File: src/rtl/auxsc_pkg.sv
package auxsc_pkg;
   typedef enum logic [2:0] {
      SEL_CFG  = 3'd0,
      SEL_DIAG = 3'd1,
      SEL_MDM  = 3'd2,
      SEL_AUX1 = 3'd3,
      SEL_AUX2 = 3'd4,
      SEL_LED  = 3'd5,
      SEL_SYS  = 3'd6,
      SEL_IDLE = 3'd7
   } sel_e;

   typedef enum logic [1:0] {
      SZ_BYTE = 2'd0,
      SZ_HALF = 2'd1,
      SZ_WORD = 2'd2
   } size_e;

   localparam int NUM_SEL       = 8;
   localparam int CFG_PIE_BIT   = 3;
   localparam int AUX2_OFF_BIT  = 0;
   localparam int AUX2_CLR_BIT  = 1;
   localparam int AUX2_STAT_BIT = 5;
   localparam int AUX1_TC_BIT   = 0;
   localparam int SYS_RST_BIT   = 0;
   localparam int SYS_STAT_BIT  = 1;
endpackage

File: src/rtl/auxsc_decode.sv
module auxsc_decode
   import auxsc_pkg::*;
#(
   parameter int NSEL = NUM_SEL
) (
   input  logic            acc_en,
   input  logic            acc_we,
   input  logic [2:0]      acc_sel,
   input  logic [1:0]      acc_size,
   output logic            size_ok,
   output logic [NSEL-1:0] wr_hit
);
   always_comb begin
      unique case (acc_sel)
         SEL_LED: size_ok = (acc_size == SZ_HALF);
         SEL_SYS: size_ok = (acc_size == SZ_WORD);
         default: size_ok = (acc_size == SZ_BYTE);
      endcase
   end

   always_comb begin
      wr_hit = '0;
      if (acc_en && acc_we && size_ok) wr_hit[acc_sel] = 1'b1;
   end
endmodule

File: src/rtl/auxsc_byte_bank.sv
module auxsc_byte_bank #(
   parameter int             NREG     = 4,
   parameter int             W        = 8,
   parameter logic [NREG-1:0] RST_MASK = '1
) (
   input  logic                    clk,
   input  logic                    rst_n,
   input  logic [NREG-1:0]         we,
   input  logic [W-1:0]            wdata,
   output logic [NREG-1:0][W-1:0]  q
);
   for (genvar i = 0; i < NREG; i++) begin : g_reg
      if (RST_MASK[i]) begin : g_clr
         always_ff @(posedge clk) begin
            if (!rst_n)     q[i] <= '0;
            else if (we[i]) q[i] <= wdata;
         end
      end else begin : g_keep
         always_ff @(posedge clk) begin
            if (we[i]) q[i] <= wdata;
         end
      end
   end
endmodule

File: src/rtl/auxsc_pwr_unit.sv
module auxsc_pwr_unit
   import auxsc_pkg::*;
#(
   parameter int W       = 8,
   parameter bit IRQ_REG = 1'b1
) (
   input  logic         clk,
   input  logic         rst_n,
   input  logic         pf_in,
   input  logic         pie_we,
   input  logic         pie_wbit,
   input  logic         pie_q,
   input  logic         aux2_we,
   input  logic [1:0]   aux2_wbits,
   output logic [W-1:0] aux2_q,
   output logic         pf_stat,
   output logic         irq,
   output logic         shutdown
);
   logic       pf_q;
   logic [1:0] low_q;
   logic       stat_q, stat_d, pie_d;
   logic       pf_chg;

   assign pf_chg = pf_in ^ pf_q;
   assign pie_d  = pie_we ? pie_wbit : pie_q;

   always_comb begin
      stat_d = stat_q;
      if (aux2_we && aux2_wbits[AUX2_CLR_BIT]) stat_d = 1'b0;
      else if (pf_chg)                          stat_d = pf_in & pie_q;
   end

   always_ff @(posedge clk) begin
      if (!rst_n) begin
         pf_q     <= 1'b0;
         low_q    <= '0;
         stat_q   <= 1'b0;
         shutdown <= 1'b0;
      end else begin
         pf_q     <= pf_in;
         stat_q   <= stat_d;
         shutdown <= aux2_we & aux2_wbits[AUX2_OFF_BIT];
         if (aux2_we) low_q <= aux2_wbits;
      end
   end

   if (IRQ_REG) begin : g_irq_reg
      always_ff @(posedge clk) begin
         if (!rst_n) irq <= 1'b0;
         else        irq <= stat_d & pie_d;
      end
   end else begin : g_irq_comb
      assign irq = stat_q & pie_q;
   end

   always_comb begin
      aux2_q                = '0;
      aux2_q[1:0]           = low_q;
      aux2_q[AUX2_STAT_BIT] = stat_q;
   end
   assign pf_stat = stat_q;
endmodule

File: src/rtl/aux_sysctl_regs.sv
module aux_sysctl_regs
   import auxsc_pkg::*;
#(
   parameter int DATA_W  = 32,
   parameter int BYTE_W  = 8,
   parameter int HALF_W  = 16,
   parameter bit IRQ_REG = 1'b1
) (
   input  logic              clk,
   input  logic              rst_n,
   input  logic              acc_en,
   input  logic              acc_we,
   input  logic [2:0]        acc_sel,
   input  logic [1:0]        acc_size,
   input  logic [DATA_W-1:0] acc_wdata,
   output logic [DATA_W-1:0] acc_rdata,
   input  logic              pwr_fail_in,
   output logic              pwr_irq,
   output logic              fd_tc_pulse,
   output logic              shutdown_req,
   output logic              sys_reset_req,
   output logic              cpu_halt_req
);
   localparam int             NBANK     = 4;
   localparam logic [NBANK-1:0] BANK_RST = 4'b1101;

   if (DATA_W != 4 * BYTE_W) begin : g_chk_dw
      $error("DATA_W must be four byte lanes");
   end
   if (HALF_W != 2 * BYTE_W) begin : g_chk_hw
      $error("HALF_W must be two byte lanes");
   end
   if (BYTE_W <= AUX2_STAT_BIT) begin : g_chk_bw
      $error("BYTE_W too narrow for status bit");
   end

   logic                         size_ok;
   logic [NUM_SEL-1:0]           wr_hit;
   logic [NBANK-1:0][BYTE_W-1:0] bank_q;
   logic [BYTE_W-1:0]            aux2_q;
   logic [HALF_W-1:0]            led_q;
   logic [DATA_W-1:0]            sys_q;
   logic                         pf_stat;
   logic                         pie;

   auxsc_decode #(.NSEL(NUM_SEL)) u_dec (
      .acc_en   (acc_en),
      .acc_we   (acc_we),
      .acc_sel  (acc_sel),
      .acc_size (acc_size),
      .size_ok  (size_ok),
      .wr_hit   (wr_hit)
   );

   auxsc_byte_bank #(.NREG(NBANK), .W(BYTE_W), .RST_MASK(BANK_RST)) u_bank (
      .clk   (clk),
      .rst_n (rst_n),
      .we    (wr_hit[NBANK-1:0]),
      .wdata (acc_wdata[BYTE_W-1:0]),
      .q     (bank_q)
   );

   assign pie = bank_q[SEL_CFG][CFG_PIE_BIT];

   auxsc_pwr_unit #(.W(BYTE_W), .IRQ_REG(IRQ_REG)) u_pwr (
      .clk        (clk),
      .rst_n      (rst_n),
      .pf_in      (pwr_fail_in),
      .pie_we     (wr_hit[SEL_CFG]),
      .pie_wbit   (acc_wdata[CFG_PIE_BIT]),
      .pie_q      (pie),
      .aux2_we    (wr_hit[SEL_AUX2]),
      .aux2_wbits (acc_wdata[1:0]),
      .aux2_q     (aux2_q),
      .pf_stat    (pf_stat),
      .irq        (pwr_irq),
      .shutdown   (shutdown_req)
   );

   // LED and system control keep their contents across block reset
   always_ff @(posedge clk) begin
      if (wr_hit[SEL_LED]) led_q <= acc_wdata[HALF_W-1:0];
      if (wr_hit[SEL_SYS]) begin
         if (acc_wdata[SYS_RST_BIT]) sys_q <= DATA_W'(1) << SYS_STAT_BIT;
         else                        sys_q <= acc_wdata;
      end
   end

   always_ff @(posedge clk) begin
      if (!rst_n) begin
         fd_tc_pulse   <= 1'b0;
         sys_reset_req <= 1'b0;
         cpu_halt_req  <= 1'b0;
      end else begin
         fd_tc_pulse   <= wr_hit[SEL_AUX1] & acc_wdata[AUX1_TC_BIT];
         sys_reset_req <= wr_hit[SEL_SYS] & acc_wdata[SYS_RST_BIT];
         cpu_halt_req  <= wr_hit[SEL_IDLE];
      end
   end

   always_comb begin
      acc_rdata = '0;
      if (acc_en && size_ok) begin
         unique case (acc_sel)
            SEL_CFG, SEL_DIAG, SEL_MDM, SEL_AUX1:
               acc_rdata = DATA_W'(bank_q[acc_sel[1:0]]);
            SEL_AUX2: acc_rdata = DATA_W'(aux2_q);
            SEL_LED:  acc_rdata = DATA_W'(led_q);
            SEL_SYS:  acc_rdata = sys_q;
            default:  acc_rdata = '0;
         endcase
      end
   end
endmodule

File: config.mk
export PLATFORM = sky130hd
export DESIGN_NAME = aux_sysctl_regs
export DESIGN_NICKNAME = d
export VERILOG_FILES = /design/src/rtl/auxsc_pkg.sv /design/src/rtl/auxsc_decode.sv /design/src/rtl/auxsc_byte_bank.sv /design/src/rtl/auxsc_pwr_unit.sv /design/src/rtl/aux_sysctl_regs.sv
export SDC_FILE = /design/constraint.sdc
export NUM_CORES = 1
export LEC_CHECK = 0
export ABC_AREA = 1
export BUFFER_PORTS_ARGS = -buffer_cell sky130_fd_sc_hd__buf_2
export CAP_MARGIN = 20
export CORE_ASPECT_RATIO = 1.5
export CORE_MARGIN = 1.5
export CORE_UTILIZATION = 50
export DETAILED_ROUTE_END_ITERATION = 8
export GPL_ROUTABILITY_DRIVEN = 0
export PLACE_DENSITY = 0.73
export SYNTH_ARGS = -nofsm -noshare
export SYNTH_HDL_FRONTEND = slang
export SYNTH_HIERARCHICAL = 1
export SYNTH_SLANG_ARGS = --single-unit
File: constraint.sdc
create_clock -name clk -period 3.64 [get_ports clk]
set_input_delay 0.182 -clock clk [delete_from_list [all_inputs] [get_ports clk]]
set_output_delay 0.182 -clock clk [all_outputs]
set_load 0.05 [all_outputs]
-- Word-level counts from Yosys, hierarchy flattened
Cells that the tools add are included.
- flip-flop bits (word level): 89
- output and inout bits: 37
- magnitude comparators: 3
- eq/ne operators: 8
- muxes and demuxes: 11
- bitwise logic cells: 6
- reductions and logical operators: 9
- operators by type and width (cell ; number):
    $pmux W32 S4 ; 1
    $mux W32 ; 1
    $bmux W8 S2 ; 1
    $eq A3 B3 Y1 const B ; 3
    $mux W8 ; 1
    $mux W7 ; 1
    $eq A3 B2 Y1 const B ; 2
    $and A1 B1 Y1 ; 5
    $logic_and A1 B1 Y1 ; 5
    $lt A3 B4 Y1 const B ; 1
    $mux W1 ; 4
    $reduce_or A4 Y1 ; 1
    $demux W1 S3 ; 1
    $eq A3 B1 Y1 const B ; 1
    $ge A3 B1 Y1 const B ; 1
    $logic_not A3 Y1 ; 1
    $lt A2 B3 Y1 const B ; 1
    $eq A2 B1 Y1 const B ; 1
    $eq A2 B2 Y1 const B ; 1
    $logic_not A2 Y1 ; 1
    $pmux W1 S2 ; 1
    $reduce_and A2 Y1 ; 1
    $xor A1 B1 Y1 ; 1

-- Logic depth before layout (Yosys ltp)
Gate-level depths: netlist of run 1.
- depth after elaboration: 8
- mapped depth: 11
- depth with buffers taken out: 11

-- Modules after synthesis
Netlist of run 1, hierarchy kept.
- modules (own cells, without submodules) (module ; times used ; cells each ; area each (sq um) ; seq. area each (sq um)):
    aux_sysctl_regs ; 1 ; 331 ; 2768.9 ; 1471.4
    auxsc_byte_bank ; 1 ; 144 ; 1201.2 ; 720.7
    auxsc_pwr_unit ; 1 ; 38 ; 279.0 ; 120.1
    auxsc_decode ; 1 ; 33 ; 158.9 ; 0.0

-- Worst setup path before layout of run 1
Ideal clock, no wire load.
- kind: input to register
- start point: in acc_sel[2]
- end point: reg sys_q[10] (enable)
- data arrival time: 1.992 ns
- slack: 1.228 ns
- cell stages on the path: 6
- cells stage by stage: inv_2 nor2_2 nand4_1 nand2_1 nand3_4 nor2_1
- longest elaborated chain between the ends: 5
- ends and longest elaborated chain (what ; RTL line ; source):
    from (decl) ; aux_sysctl_regs.sv:13 ; input logic [2:0] acc_sel,
    $lt A3 B4 Y1 (implied by the code) / $ge A3 B1 Y1 (equally long branches) ; auxsc_decode.sv:23 ; if (acc_en && acc_we && size_ok) wr_hit[acc_sel] = 1'b1;
    $logic_and A1 B1 Y1 (implied by the code) ; auxsc_decode.sv:23 ;
    $mux W1 (implied by the code) ; auxsc_decode.sv:23 ;
    $demux W1 S3 ; - ;
    $mux W7 (*) ; auxsc_decode.sv:23 ;
    net wr_hit[6] ; aux_sysctl_regs.sv:38 ; logic [NUM_SEL-1:0] wr_hit;
    to (signal assigned) ; aux_sysctl_regs.sv:84 ; if (acc_wdata[SYS_RST_BIT]) sys_q <= DATA_W'(1) << SYS_STAT_BIT;
    to (signal assigned) ; aux_sysctl_regs.sv:85 ; else sys_q <= acc_wdata;
    to (decl) ; aux_sysctl_regs.sv:42 ; logic [DATA_W-1:0] sys_q;
The timed path passes the listed nets; every way through them passes the cells marked *.
A chain may end at the register's enable or synchronous reset.

-- Worst setup path in the final report of run 1
- start point: in acc_sel[2]
- end point: out acc_rdata[25]
- longest elaborated chain between the ends: 4
- ends and longest elaborated chain (what ; RTL line ; source):
    $eq A3 B3 Y1 ; auxsc_decode.sv:14 ; unique case (acc_sel)
    $pmux W1 S2 (*) ; auxsc_decode.sv:14 ;
    net size_ok ; aux_sysctl_regs.sv:37 ; logic size_ok;
    $logic_and A1 B1 Y1 (*) ; aux_sysctl_regs.sv:103 ; if (acc_en && size_ok) begin
    $mux W32 (*) ; aux_sysctl_regs.sv:103 ;
    to (decl) ; aux_sysctl_regs.sv:16 ; output logic [DATA_W-1:0] acc_rdata,
Marked as above.

==> results_dict.tcl, run 1 <==
set metrics [dict create \
    io_buffers 78 \
    crit_buf_inv 4 \
    critical_path_class "primary input to primary output" \
    setup-violations-final 0 \
    wl_mm 9.459 \
    syn_inst 546 \
    vias_per_cell 4.922 \
    route.detailed.drc 0 \
    rrSetupSlack_ns 2.89 \
    maxSlewViolCount 0 \
    mostFrequentLayoutCell "nand2_1" \
    yosysSeqAreaShare_pct 52.46 \
    clock_skew_ns 0.001702 \
    cts_sinks 88 \
    clock_path_buffers 2 \
    hold_violations 0 \
    place_area_sq_mm 0.004721 \
    grt-ovfl-total 0 \
    synth_fa_ha_area_share_pct 0 \
    drt_iter0_drc 242 \
    tightest_slew_ns 0.7870 \
    grt_pass1_wl_mm 15.47 \
    cp.required_ns 3.46 \
    synth_simple_gate_area_share_pct 31.62 \
    syn_to_final_growth_pct 13.48 \
    cpPeakStageDelay_ns 0.53 \
    grt_usage_pct 21.49 \
    ant_nets 0 \
    relSlewSlack_pct 47.48 \
    cp_slowest_cell "buf_2" \
    core_sq_mm 0.008464 \
    start_util_pct 52.08 \
    fmax_mhz 401.4 \
    yosysWarnings 6 \
    cts_tree "yes" \
    num-nets-final 651 \
    clk_pin_slew_ns 0.06 \
    final_cell_mix "nand2_1 (139), nor2_1 (104), inv_1 (79), buf_2 (78), edfxtp_1 (55)" \
    n_antenna_cell 0 \
    fin_tns_setup_ns 0 \
    die_w_microns 79.67 \
    cts_setup_buffers 0 \
    fin_crit_ns 2.491 \
    grt_max_degree 41 \
    wl_per_cell_microns 13.12 \
    ys.flop_type "edfxtp_1" \
    die_h_microns 118.0 \
    ir_worst_vdd_uv 299.4 \
    synth_area_per_cell_sq_um 8.073 \
    crit_fanout 40 \
    async_flop_share_pct 0 \
    hpwl_mm 6.279 \
    rsz0062_at_grt "no" \
    mappedNetlistArea_sq_mm 0.004408 \
    power.leakage_nw 2.273 \
    path_delay_family "buffers and inverters" \
    cpMostUsedCell "buf_2" \
    crit_chain "buf_2, inv_2, nor2_2, nand4_1, a21boi_0, nand2_1, buf_4, nor3b_1, buf_2" \
    rows 41 \
    cp-end-kind "primary output" \
    ctsHoldBuffers 0 \
    synth_mux_area_share_pct 0 \
    yosys.area_share.xor_xnor_pct 0 \
    synthTopCellsByArea "edfxtp_1 (37%), dfxtp_1 (15%), nand2_1 (12%)" \
    fin_crit_sh_pct 68.44 \
    yosys.area.top_type "edfxtp_1" \
    drive_above_1_share_pct 17.75 \
    fill_cells 771 \
    synth_top_family_by_area "simple AND/OR/NAND/NOR gates" \
    grt_antenna_before_repair 0 \
    synth.distinct_cells 24 \
    cts.htree.levels 3 \
    cts_buffers 9 \
    clkLatencyLatePin_ns 0.34 \
    clockRootBuffer "clkbuf_16" \
    arrival_ns 2.31 \
    final_cell_area_sq_mm 0.005002 \
    synth-edff-count 55 \
    cts_resized 0 \
    status "complete, no violations" \
    synth_top_area_share_pct 37.47 \
    synth-compound-area-share_pct 2.441 \
    dr.pass1.iters 4 \
    synth-seq-cells 88 \
    grt_pass1_vias 3452 \
    critPathLaunchType "primary input" \
    power_per_cell_area_mw_per_mm2 427.7 \
    ios 79 \
    maxCapViolCount 0 \
    holdCritPathClass "primary input to register" \
    die_area_sq_mm 0.009400 \
    num_vias 3549 \
]
==> layer usage <==
| layer | vias to the layer above | GRT usage (%) | wire, microns | part of all wire, % |
|---|---|---|---|---|
| met5 | - | 0 | 0 | 0 |
| met4 | 0 | 10.53 | 211 | 2.2 |
| met3 | 18 | 4.574 | 654 | 6.9 |
| met2 | 108 | 38.24 | 4984 | 53 |
| met1 | 1600 | 23.45 | 3608 | 38 |
| li1 | 1823 | - | - | - |
==> worst reg2reg max path: stages (launching register included) <==
cell and delay (ns):
dfxtp_1 0.32, inv_1 0.08, nor2_1 0.04, a21oi_1 0.15
nor2_2 0.05
==> Yosys cell counts (2+ instances only) <==
cell type  instances
nor3b_1           16
clkbuf_1           5
edfxtp_1          55
nor2_2             3
nand4_1           27
a21oi_1           19
nor2_1           105
buf_1              2
buf_4              7
buf_2              9
nand2_1          139
buf_6             14
dfxtp_1           33
nand3_2            2
inv_1             79
nand3_1           23
==> path summary, 6_finish.rpt <==
path / endpoint / start / cells after the start
worst min register to register: u_bank/q[17] / u_bank/q[17] / 2
worst min-delay path: led_q[15] / acc_wdata[15] / 1
worst max-delay path: acc_rdata[25] / acc_sel[2] / 9
worst max register to register: u_pwr/irq / u_bank/q[3] / 4
==> through the flow <==
step | std cells | power (mW) | util, % | worst slack [ns] | hold WS [ns]
6_report | 721 | 2.140 | 59.10 | 1.149 | 0.02629
5_1_grt | 721 | 2.212 | 59.10 | 0.9906 | 0.01884
4_1_cts | 721 | 2.153 | 59.10 | 1.168 | 0.01850
3_5_place_dp | 705 | 1.271 | 55.77 | 1.179 | 0.3758
3_3_place_gp | 705 | 1.264 | 55.77 | 1.330 | 0.3741
2_1_floorplan | 550 | 1.223 | - | 1.228 | 0.2755
==> cells by family (layout without fill, tap and decap cells) <==
group | count (synthesis) | count (layout)
buffers and inverters | 118 | 182
other | 1 | 5
and+or+nand+nor | 318 | 318
AOI/OAI and AO/OA | 21 | 21
DFF | 88 | 88
==> where the power goes <==
group          switching [mW]  total [mW]  internal, mW  leakage [nW]
registers             0.00275        1.07          1.07         0.728
logic                   0.128       0.181        0.0527          1.40
clock network           0.362       0.890         0.529         0.140
total                   0.493        2.14          1.65          2.27
==> layout make-up <==
class	count	area [sq um]	share of cell area, %
clock inverter	4	45.04	0.9004
timing repair buffer	85	442.9	8.854
clock buffer	12	236.5	4.727
inverter	81	309.0	6.178
tap	107	133.9	2.676
multi-input combinational	344	1523	30.44
sequential	88	2312	46.22
==> sequential cells by signal, indices dropped and copies added, names as in the netlist <==
register	flops
u_bank/q	32
sys_q	31
led_q	16
u_pwr/low_q	2
cpu_halt_req	1
fd_tc_pulse	1
sys_reset_req	1
u_pwr/irq	1
u_pwr/pf_q	1
u_pwr/pf_stat	1
u_pwr/shutdown	1
No activity file was read; power rests on OpenSTA's default activity.
==> run 2: changes to the inputs <==
- ABC_AREA: 1 -> 0
- PLACE_DENSITY: 0.73 -> 0.76
- clock period: 3.64 -> 2.28 ns (I/O delays scaled with it)
==> results_dict.tcl, run 2 <==
set metrics [dict create \
    core_sq_mm 0.007958 \
    cts.htree.levels 3 \
    cts_setup_buffers 0 \
    yosysSeqAreaShare_pct 56.98 \
    relSlewSlack_pct 53.44 \
    grt-ovfl-total 0 \
    reg2reg_depth 3 \
    power_per_cell_area_mw_per_mm2 678.5 \
    critical_path_class "primary input to primary output" \
    rows 40 \
    power.leakage_nw 1.835 \
    status "complete, no violations" \
    async_flop_share_pct 0 \
    hold_violations 0 \
    cts_sinks 88 \
    hpwl_mm 5.636 \
    num_vias 2641 \
    holdCritPathClass "primary input to register" \
    place_area_sq_mm 0.004498 \
    rrSetupSlack_ns 1.37 \
    setup_slack_ns 0.3882 \
    crit_buf_inv 3 \
    mostFrequentLayoutCell "buf_2" \
    cts_tree "yes" \
    fin_crit_ns 1.892 \
    grt_max_degree 41 \
    grt_pass1_wl_mm 13.17 \
    regMostFlops "u_bank/q" \
    maxSlewViolCount 0 \
    syn_inst 318 \
    cp.required_ns 2.17 \
    hold_slack_ns 0.03140 \
    crit_chain "buf_2, buf_4, o21ai_0, nand2_1, nand3_1, nand3_1, a211oi_1, buf_2" \
    dr.pass1.iters 5 \
    critPathCapture "acc_rdata[7]" \
    dp_slack_ns 0.4273 \
    synth_area_per_cell_sq_um 12.76 \
    r2r_start "u_pwr/pf_stat" \
    rsz0062_at_grt "no" \
    wl_per_cell_microns 15.77 \
    critPathLaunchType "primary input" \
    io_buffers 78 \
    n_antenna_cell 0 \
    final_cell_mix "buf_2 (78), nor2b_1 (61), edfxtp_1 (55), dfxtp_1 (33), mux2i_1 (25)" \
    fin_crit_sh_pct 82.98 \
    cts_buffers 9 \
    arrival_ns 1.78 \
    cp_slowest_cell "a211oi_1" \
    largest_reg_flops 32 \
    path_delay_family "buffers and inverters" \
    tightest_slew_ns 0.6983 \
    clock_path_buffers 2 \
    grt_usage_pct 19.97 \
    final_cells 514 \
    post-route-util_pct 60.96 \
    mappedNetlistArea_sq_mm 0.004058 \
    vias_per_cell 5.138 \
    die_w_microns 76.56 \
    power_mw 3.291 \
    min_from "acc_wdata[5]" \
    cpPeakStageDelay_ns 0.43 \
    startpoint "acc_sel[2]" \
    drive_above_1_share_pct 28.61 \
    final_cell_area_sq_mm 0.004851 \
    cts_resized 0 \
    yosysMostFrequentCell "nor2b_1" \
    route.detailed.drc 0 \
    clk_pin_slew_ns 0.06 \
    ys_top_cells_by_count "nor2b_1 (61), edfxtp_1 (55), dfxtp_1 (33)" \
    ant_nets 0 \
    syn_to_final_growth_pct 19.55 \
    ir_worst_vdd_uv 388.5 \
    fmax_mhz 528.6 \
    wl_mm 8.107 \
    clock_skew_ns 0.0001740 \
    synthTopCellsByArea "edfxtp_1 (41%), dfxtp_1 (16%), nor2b_1 (9.4%)" \
    die_area_sq_mm 0.008676 \
    setup-violations-final 0 \
    die_h_microns 113.3 \
    grt_pass1_vias 2647 \
    fin_tns_setup_ns 0 \
    num-nets-final 446 \
    synth-seq-cells 88 \
    yosys.area.top_type "edfxtp_1" \
    path_depth 8 \
    dp_cells 490 \
    crit_fanout 15 \
    top_regs "u_bank/q (32), sys_q (31), led_q (16)" \
    start_util_pct 50.99 \
    ios 79 \
    ys.flop_type "edfxtp_1" \
    yosysWarnings 6 \
    synth.distinct_cells 38 \
    r2r-end "u_pwr/pf_stat" \
    synth-edff-count 55 \
    synth_top_area_share_pct 40.70 \
    grt_antenna_before_repair 0 \
    clockRootBuffer "clkbuf_16" \
    maxCapViolCount 0 \
    ctsHoldBuffers 8 \
    drt_iter0_drc 162 \
    cp-end-kind "primary output" \
    clkLatencyLatePin_ns 0.34 \
]
-- run 2: cell types whose count changed after synthesis, moves of 18 or more --
cell and change:
nand2_1 -132, a21oi_1 -18, nor2b_1 +61, nand4_1 -25
nor2_1 -84, nand3_1 -19, mux2i_1 +25, inv_1 -77
and2_1 +18
-- run 2: layer usage --
metal  up-vias  GRT usage (%)  part of all wire, %
met5         -              0                    0
met4         0          10.12                  3.1
met3        16          5.323                  4.3
met2        70          35.48                   54
met1      1249          21.81                   39
li1       1306              -                    -
-- run 2: worst min path at each step --
stage	end	slack (ns)	cells after the start
3_3_place_gp	led_q[13]	0.30	1
5_1_grt	u_bank/q[10]	0.04	1
3_5_place_dp	led_q[11]	0.31	1
4_1_cts	u_bank/q[10]	0.02	1
2_1_floorplan	led_q[0]	0.21	0
6_report	u_bank/q[13]	0.03	1
-- run 2: final cells by class --
class	instances	area (sq um)
clock buffers	15	267.8
clock inverters	1	5.005
fillers	641	3107
inverters	2	7.507
multi-input cells	208	1577
flip-flops and latches	88	2312
well taps	105	131.4
repair buffers	95	550.5
-- run 2: cells by family after synthesis --
kind of cell | synth area share [%]
and+or+nand+nor | 19.43
AOI/OAI and AO/OA | 5.427
muxes | 13.48
buffers and inverters | 4.595
other | 0.09242
DFF | 56.98
-- run 2: power by group --
part / internal, mW / total, mW / switching, mW
registers: 1.70 / 1.71 / 0.00477
clock network: 0.796 / 1.33 / 0.530
logic: 0.111 / 0.260 / 0.149
total: 2.61 / 3.29 / 0.684
